[config.mk]
export PLATFORM = sky130hd
export DESIGN_NAME = busSizer
export DESIGN_NICKNAME = d
export VERILOG_FILES = /design/src/rtl/busSizerPkg.sv /design/src/rtl/busSizerCtrl.sv /design/src/rtl/busSizerData.sv /design/src/rtl/busSizer.sv
export SDC_FILE = /design/constraint.sdc
export NUM_CORES = 1
export LEC_CHECK = 0
export CORE_MARGIN = 10
export CORE_UTILIZATION = 43
export CTS_BUF_LIST = sky130_fd_sc_hd__clkbuf_8
export CTS_CLUSTER_DIAMETER = 80
export CTS_CLUSTER_SIZE = 40
export DETAILED_ROUTE_END_ITERATION = 10
export PLACE_DENSITY = 0.91
export REMOVE_ABC_BUFFERS = 1
export SLEW_MARGIN = 20
export SYNTH_ARGS = -nofsm -noshare
export SYNTH_HDL_FRONTEND = slang
export SYNTH_SLANG_ARGS = --single-unit
[constraint.sdc]
create_clock -name clk -period 2 [get_ports clk]
set_input_delay 0.2 -clock clk [delete_from_list [all_inputs] [get_ports clk]]
set_output_delay 0.2 -clock clk [all_outputs]
set_load 0.02 [all_outputs]
[src/rtl/busSizerPkg.sv]
package busSizerPkg;

  typedef enum logic [1:0] {
    ST_IDLE,
    ST_ADDR,
    ST_CMD,
    ST_RECOV
  } sizerState_t;

  typedef struct packed {
    logic loadReq;
    logic cmdActive;
    logic byteSel;
    logic capWord;
    logic capLow;
    logic capHigh;
  } sizerCtl_t;

endpackage

[src/rtl/busSizerCtrl.sv]
module busSizerCtrl
  import busSizerPkg::*;
#(
  parameter int WAIT16 = 1,
  parameter int WAIT8  = 4
) (
  input  logic      clk,
  input  logic      rstN,
  input  logic      reqValid,
  input  logic      width16N,
  input  logic      zeroWsN,
  output logic      reqReady,
  output logic      done,
  output sizerCtl_t ctl
);

  localparam int MAXW = (WAIT16 > WAIT8) ? WAIT16 : WAIT8;
  localparam int CW   = (MAXW < 1) ? 1 : $clog2(MAXW + 1);
  localparam logic [CW-1:0] LOAD16 = CW'(WAIT16);
  localparam logic [CW-1:0] LOAD8  = CW'(WAIT8);

  sizerState_t state;
  logic [CW-1:0] waitCnt;
  logic is16;
  logic byteSel;
  logic accept;
  logic cmdEnd;

  assign accept   = reqValid && (state == ST_IDLE);
  assign cmdEnd   = (state == ST_CMD) && ((waitCnt == '0) || !zeroWsN);
  assign reqReady = (state == ST_IDLE);

  always_comb begin
    ctl.loadReq   = accept;
    ctl.cmdActive = (state == ST_CMD);
    ctl.byteSel   = byteSel;
    ctl.capWord   = cmdEnd && is16;
    ctl.capLow    = cmdEnd && !is16 && !byteSel;
    ctl.capHigh   = cmdEnd && !is16 && byteSel;
  end

  always_ff @(posedge clk) begin
    if (!rstN) begin
      state   <= ST_IDLE;
      waitCnt <= '0;
      is16    <= 1'b0;
      byteSel <= 1'b0;
      done    <= 1'b0;
    end else begin
      done <= 1'b0;
      unique case (state)
        ST_IDLE: begin
          if (accept) begin
            byteSel <= 1'b0;
            state   <= ST_ADDR;
          end
        end
        ST_ADDR: begin
          if (!byteSel) begin
            is16    <= !width16N;
            waitCnt <= !width16N ? LOAD16 : LOAD8;
          end else begin
            waitCnt <= LOAD8;
          end
          state <= ST_CMD;
        end
        ST_CMD: begin
          if (cmdEnd) state <= ST_RECOV;
          else        waitCnt <= waitCnt - 1'b1;
        end
        ST_RECOV: begin
          if (!is16 && !byteSel) begin
            byteSel <= 1'b1;
            state   <= ST_ADDR;
          end else begin
            done  <= 1'b1;
            state <= ST_IDLE;
          end
        end
        default: state <= ST_IDLE;
      endcase
    end
  end

endmodule

[src/rtl/busSizerData.sv]
module busSizerData
  import busSizerPkg::*;
#(
  parameter int ADDR_W     = 24,
  parameter int LATCHED_W  = 20,
  parameter int REGION_LSB = 17
) (
  input  logic                     clk,
  input  logic                     rstN,
  input  sizerCtl_t                ctl,
  input  logic                     reqWrite,
  input  logic                     reqIo,
  input  logic [ADDR_W-1:0]        reqAddr,
  input  logic [15:0]              reqWdata,
  input  logic [15:0]              busDin,
  output logic [15:0]              rdata,
  output logic                     memRdN,
  output logic                     memWrN,
  output logic                     ioRdN,
  output logic                     ioWrN,
  output logic [LATCHED_W-1:0]     busAddr,
  output logic [ADDR_W-REGION_LSB-1:0] upperAddr,
  output logic [15:0]              busDout,
  output logic                     busDoe
);

  logic [ADDR_W-1:1] addrReg;
  logic [15:0] wdataReg;
  logic [15:0] rdataReg;
  logic writeReg;
  logic ioReg;

  always_ff @(posedge clk) begin
    if (!rstN) begin
      addrReg  <= '0;
      wdataReg <= '0;
      rdataReg <= '0;
      writeReg <= 1'b0;
      ioReg    <= 1'b0;
    end else begin
      if (ctl.loadReq) begin
        addrReg  <= reqAddr[ADDR_W-1:1];
        wdataReg <= reqWdata;
        writeReg <= reqWrite;
        ioReg    <= reqIo;
      end
      if (ctl.capWord) rdataReg <= busDin;
      if (ctl.capLow)  rdataReg[7:0]  <= busDin[7:0];
      if (ctl.capHigh) rdataReg[15:8] <= busDin[7:0];
    end
  end

  assign rdata     = rdataReg;
  assign busAddr   = {addrReg[LATCHED_W-1:1], ctl.byteSel};
  assign upperAddr = addrReg[ADDR_W-1:REGION_LSB];
  assign busDout   = ctl.byteSel ? {wdataReg[15:8], wdataReg[15:8]} : wdataReg;
  assign busDoe    = ctl.cmdActive && writeReg;

  assign memRdN = !(ctl.cmdActive && !ioReg && !writeReg);
  assign memWrN = !(ctl.cmdActive && !ioReg &&  writeReg);
  assign ioRdN  = !(ctl.cmdActive &&  ioReg && !writeReg);
  assign ioWrN  = !(ctl.cmdActive &&  ioReg &&  writeReg);

endmodule

[src/rtl/busSizer.sv]
module busSizer
  import busSizerPkg::*;
#(
  parameter int WAIT16 = 1,
  parameter int WAIT8  = 4
) (
  input  logic        clk,
  input  logic        rstN,
  input  logic        reqValid,
  input  logic        reqWrite,
  input  logic        reqIo,
  input  logic [23:0] reqAddr,
  input  logic [15:0] reqWdata,
  output logic        reqReady,
  output logic        done,
  output logic [15:0] rdata,
  output logic        memRdN,
  output logic        memWrN,
  output logic        ioRdN,
  output logic        ioWrN,
  output logic [19:0] busAddr,
  output logic [6:0]  upperAddr,
  output logic [15:0] busDout,
  output logic        busDoe,
  input  logic [15:0] busDin,
  input  logic        width16N,
  input  logic        zeroWsN
);

  sizerCtl_t ctl;

  busSizerCtrl #(.WAIT16(WAIT16), .WAIT8(WAIT8)) u_ctrl (
    .clk(clk), .rstN(rstN), .reqValid(reqValid), .width16N(width16N),
    .zeroWsN(zeroWsN), .reqReady(reqReady), .done(done), .ctl(ctl)
  );

  busSizerData #(.ADDR_W(24), .LATCHED_W(20), .REGION_LSB(17)) u_data (
    .clk(clk), .rstN(rstN), .ctl(ctl), .reqWrite(reqWrite), .reqIo(reqIo),
    .reqAddr(reqAddr), .reqWdata(reqWdata), .busDin(busDin), .rdata(rdata),
    .memRdN(memRdN), .memWrN(memWrN), .ioRdN(ioRdN), .ioWrN(ioWrN),
    .busAddr(busAddr), .upperAddr(upperAddr), .busDout(busDout), .busDoe(busDoe)
  );

endmodule

# After elaboration in Yosys (flattened, before gate mapping)
# Cells that the tools add are included.
# W data, S select, Z words.
[totals] register_bits=65 out_inout_bits=66 word_cells=72
[op_classes] addsub=1 eq_ne=7 n_mux=16 bitwise=1 n_reduce_logical=36
[ops] cell="$mux W8" n=3
[ops] cell="$mux W16" n=1
[ops] cell="$logic_and A1 B1 Y1" n=14
[ops] cell="$logic_not A1 Y1" n=10
[ops] cell="$mux W3" n=3
[ops] cell="$pmux W2 S4" n=1
[ops] cell="$reduce_and A2 Y1" n=4
[ops] cell="$reduce_bool A2 Y1" n=4
[ops] cell="$pmux W3 S2" n=1
[ops] cell="$eq A2 B2 Y1 const B" n=2
[ops] cell="$mux W1" n=4
[ops] cell="$mux W2" n=2
[ops] cell="$ne A2 B1 Y1 const B" n=2
[ops] cell="$ne A2 B2 Y1 const B" n=2
[ops] cell="$logic_not A3 Y1" n=1
[ops] cell="$reduce_and A3 Y1" n=1
[ops] cell="$sub A3 B1 Y3 const B" n=1
[ops] cell="$eq A2 B1 Y1 const B" n=1
[ops] cell="$logic_not A2 Y1" n=1
[ops] cell="$pmux W1 S2" n=1
[ops] cell="$logic_or A1 B1 Y1" n=1
[ops] cell="$not A1 Y1" n=1

# Depth between registers and ports, before layout
[depth] word_depth=6 depth_mapped=8 mapped_depth_nobuf=7

# Hierarchy
# Synthesis repeated with hierarchy kept, for this count alone.
[unflattened] cells_unflattened=291 area_unflattened_um2=3042.9
[modules_own_cells] mod="busSizerData" n_inst=1 cells_per_inst=229 area_each_um2=2529.9 seq_area_each_um2=1141.1
[modules_own_cells] mod="busSizerCtrl" n_inst=1 cells_per_inst=62 area_each_um2=513.0 seq_area_each_um2=160.2

# Least setup slack after synthesis
# No wires, ideal clock.
[synth_timing] path_type="reg-to-reg" startpoint="register u_ctrl.waitCnt[0]" endpoint="register u_data.rdataReg[10] (netlist: u_data.rdata[10])" arrival_ns=1.393 t_required_ns=1.884 path_slack_ns=0.491 path_stages_with_launch=8 n_path_buf=1 synth_period_minus_slack_ns=1.509 cell_sequence="dfxtp_1 > inv_1 > ha_1 > ha_1 > nand2b_1 > nor3b_4 > buf_6 > o211a_1"
[synth_between] elab_chain_len=6 word_cells_on_any_way=8
[synth_rtl] element="from (decl)" line="busSizerCtrl.sv:23" rtl="logic [CW-1:0] waitCnt;"
[synth_rtl] element="from (signal assigned)" line="busSizerCtrl.sv:61" rtl="waitCnt <= !width16N ? LOAD16 : LOAD8;"
[synth_rtl] element="from (signal assigned)" line="busSizerCtrl.sv:69" rtl="else waitCnt <= waitCnt - 1'b1;"
[synth_rtl] element="$logic_not A3 Y1 *" line="busSizerCtrl.sv:30" rtl="assign cmdEnd = (state == ST_CMD) && ((waitCnt == '0) || !zeroWsN);"
[synth_rtl] element="$logic_or A1 B1 Y1 *" line="busSizerCtrl.sv:30"
[synth_rtl] element="$logic_and A1 B1 Y1 *" line="busSizerCtrl.sv:30"
[synth_rtl] element="$logic_and A1 B1 Y1 (2 in series)" line="busSizerCtrl.sv:39" rtl="ctl.capHigh = cmdEnd && !is16 && byteSel;"
[synth_rtl] element="$mux W8 or $reduce_bool A2 Y1 (tied branches)"
[synth_rtl] element="to (signal assigned)" line="busSizerData.sv:47" rtl="if (ctl.capWord) rdataReg <= busDin;"
[synth_rtl] element="to (signal assigned)" line="busSizerData.sv:49" rtl="if (ctl.capHigh) rdataReg[15:8] <= busDin[7:0];"
[synth_rtl] element="to (decl)" line="busSizerData.sv:29" rtl="logic [15:0] rdataReg;"
# Every way passes the cells marked *; elsewhere a longest branch is shown, timed or not.
# A chain may end at the register's enable or synchronous reset.

# Worst setup path after layout
[layout_timing] startpoint="register u_ctrl.state[1]" endpoint="output reqReady"
[layout_between] elab_chain_len=1
[layout_rtl] element="from (decl)" line="busSizerCtrl.sv:22" rtl="sizerState_t state;"
[layout_rtl] element="from (signal assigned)" line="busSizerCtrl.sv:44" rtl="state <= ST_IDLE;"
[layout_rtl] element="from (signal assigned)" line="busSizerCtrl.sv:55" rtl="state <= ST_ADDR;"
[layout_rtl] element="from (signal assigned)" line="busSizerCtrl.sv:65" rtl="state <= ST_CMD;"
[layout_rtl] element="$logic_not A2 Y1" line="busSizerCtrl.sv:31" rtl="assign reqReady = (state == ST_IDLE);"
[layout_rtl] element="to (decl)" line="busSizer.sv:14" rtl="output logic reqReady,"
# Every way passes these cells.

==> impl_metrics.toml <==
[status]
status = "completed"

[yosys]
synthDistinctLibCells = 37
syn_area_per_cell_um2 = 8.73
synth-edff-count = 0
synthArstFlopShare_pct = 0
syn_inst = 331
yosys_warnings = 0
yosysSeqAreaShare_pct = 45.0
synth_mux_area_share_pct = 4.16
synth_adder_area_share_pct = 3.03
synth_top_cell_area_share_pct = 45.0
yosysTopAreaCell = "dfxtp_1"
synth_seq_cells = 65
synth_top_flop_cell = "dfxtp_1"
synth_xor_area_share_pct = 0
synth_top_family_by_area = "simple AND/OR/NAND/NOR gates"
netlist_top_cells_area = "dfxtp_1 (45%), nand2_1 (12%), a21boi_0 (10%)"
synth_simple_gate_area_share_pct = 20.3
synth_compound_area_share_pct = 20.0
synth_area_mm2 = 0.00289

[global_routing]
grt.overflow.total = 0
grt_max_degree = 38
grt_pass1_vias = 2717
track_usage_pct = 16.2
grt_antenna_before_repair = 0
grt_pass1_wl_um = 13500

[floorplanning]
fp.dieArea_mm2 = 0.0104
die_x_um = 102
fp.dieH_um = 102
ios = 129
core_mm2 = 0.00642
std_cell_rows = 29
initial_core_util_pct = 45.0

[critical_path]
required_ps = 1800
r2r_cells = 9
cp-start-kind = "flop"
reg2reg_from = "u_ctrl.waitCnt[0]"
cp_cell_sequence = "inv_1 > ha_1 > clkdlybuf4s50_1"
cp_max_fo = 4
slowest_stage = "clkdlybuf4s50_1"
cpPeakStageDelay_ps = 630
crit_type = "reg -> out"
cp.arrival_ps = 1700
startpoint = "u_ctrl.state[1]"
critPathCaptureType = "primary output"

[detailed_routing]
routed_wl_um = 8650
wl_per_cell_um = 16.4
viasPerCell = 5.10
drc = 0
drtAntennaViolNets = 0
vias = 2693
drt_first_pass_iters = 5
drt_iter0_markers = 67

[layout]
drive_gt1_share_pct = 9.53
final_common_cell = "clkdlybuf4s50_1"
num-fill-cells = 510
ff_latch_area_mm2 = 0.00130
multiInputGateArea_mm2 = 0.00138
stdcell_area_mm2 = 0.00436
diodes = 0
area_growth_pct = 50.7
final_cell_mix = "clkdlybuf4s50_1 (116), nand2_1 (94), dfxtp_1 (65)"
nNetsFinal = 516

[cts]
clk_pin_slew_worst_paths_ps = 80
cts_buffers = 9
clockBufferDepth = 2
cts-htree-levels = 3
cts_hold_buf = 0
root_buffer = "clkbuf_8"
clk_latency_ps = 340
cts_tree = "yes"
clock-sinks = 65

[power_and_ir_drop]
p_total_mw = 5.00
leakage_nw = 1.69
irDropWorstVdd_v = 0.000525
power_density_mw_per_mm2 = 1150

[timing]
max_slew_margin_pct = 63.4
fin_crit_sh_pct = 95.0
fmax_mhz = 526
rsz0062_at_grt = "false"
fin_hold_ws_ps = 335
setup-tns-final_ps = 0
setup_viol = 0
timing.final.crit_period_ps = 1900
fin_worst_skew_ps = 6.71
setup_slack_ps = 100
tightest_slew_ps = 549
finalMaxSlewViolations = 0
hold_viol = 0

[job]
cap_violations = 0

[placement]
placed_area_mm2 = 0.00413
dp_hpwl_um = 6540
io_buffers = 127
routabilityCongestion = 0.827
dp_slack_ps = 64.0

[min_path]
hp-class = "in -> reg"
hold_depth = 3
worstHoldStart = "rstN"
[flip-flops by register name, summed over array words and instances, names as in the netlist]
signal,count
u_data.addrReg,23
u_ctrl.done,1
u_data.wdataReg,16
u_ctrl.is16,1
u_data.writeReg,1
u_data.rdata,16
u_ctrl.waitCnt,3
u_ctrl.state,2
u_data.ioReg,1
u_ctrl.byteSel,1
[Yosys cell counts (4+ instances only)]
cell / instances
dfxtp_1: 65
nand2b_1: 11
a21boi_0: 39
ha_1: 7
a21boi_1: 12
o21ai_0: 4
buf_2: 7
and2_1: 4
nand2_1: 94
buf_4: 14
o221ai_1: 4
nand3_1: 7
nor2b_1: 5
clkbuf_1: 10
inv_1: 6
mux2_2: 8
a21oi_1: 5
[metal layers]
metal  GRT usage [%]  wire, um  vias up
met4            6.83       160        0
li1                -         -     1326
met1            18.1      3670     1233
met2            25.5      3780      120
met5               0         0        -
met3            8.57      1040       14
[metrics by stage]
step	cells	util [%]
global placement	510	64.3
global route	528	67.8
detailed placement	510	64.3
CTS	526	67.5
finish	528	67.8
floorplan	298	-
[layout make-up]
class	count	share of cell area (%)
clock buffer	9	2.84
multi-input combinational	226	31.7
inverter	7	0.603
clock inverter	7	1.78
timing repair buffer	137	31.0
tap	77	2.21
sequential	65	29.9
[power by group]
part | leakage, nW | total (mW) | internal (mW) | switching [mW]
Sequential | 0.531 | 1.70 | 1.54 | 0.156
Combinational | 1.06 | 2.16 | 0.971 | 1.19
Clock | 0.100 | 1.14 | 0.586 | 0.559
[worst paths after layout]
path,end,slack [ps]
worst min register to register,u_data.wdataReg[6],460
worst max-delay path,reqReady,100
worst min-delay path,u_ctrl.waitCnt[0],330
worst max register to register,u_data.rdata[13],150
[what timing repair did]
action,4_1_cts,5_1_grt
resized for setup,10,3
buffers inserted,0,2
hold endpoints to repair,0,0
setup endpoints to repair,8,6
[cell families after synthesis]
group / after synthesis
compound gates: 77
fa+ha+maj: 7
buf+inv: 40
flops: 65
mux: 11
simple gates: 131
[worst max-delay path, delay by kind of cell, from the launching register on]
kind                       cells  cell delay, ps
DFF                            1             370
adders and majority gates      1             220
buffers and inverters          2             770
Power figures use the tool's default switching activity.
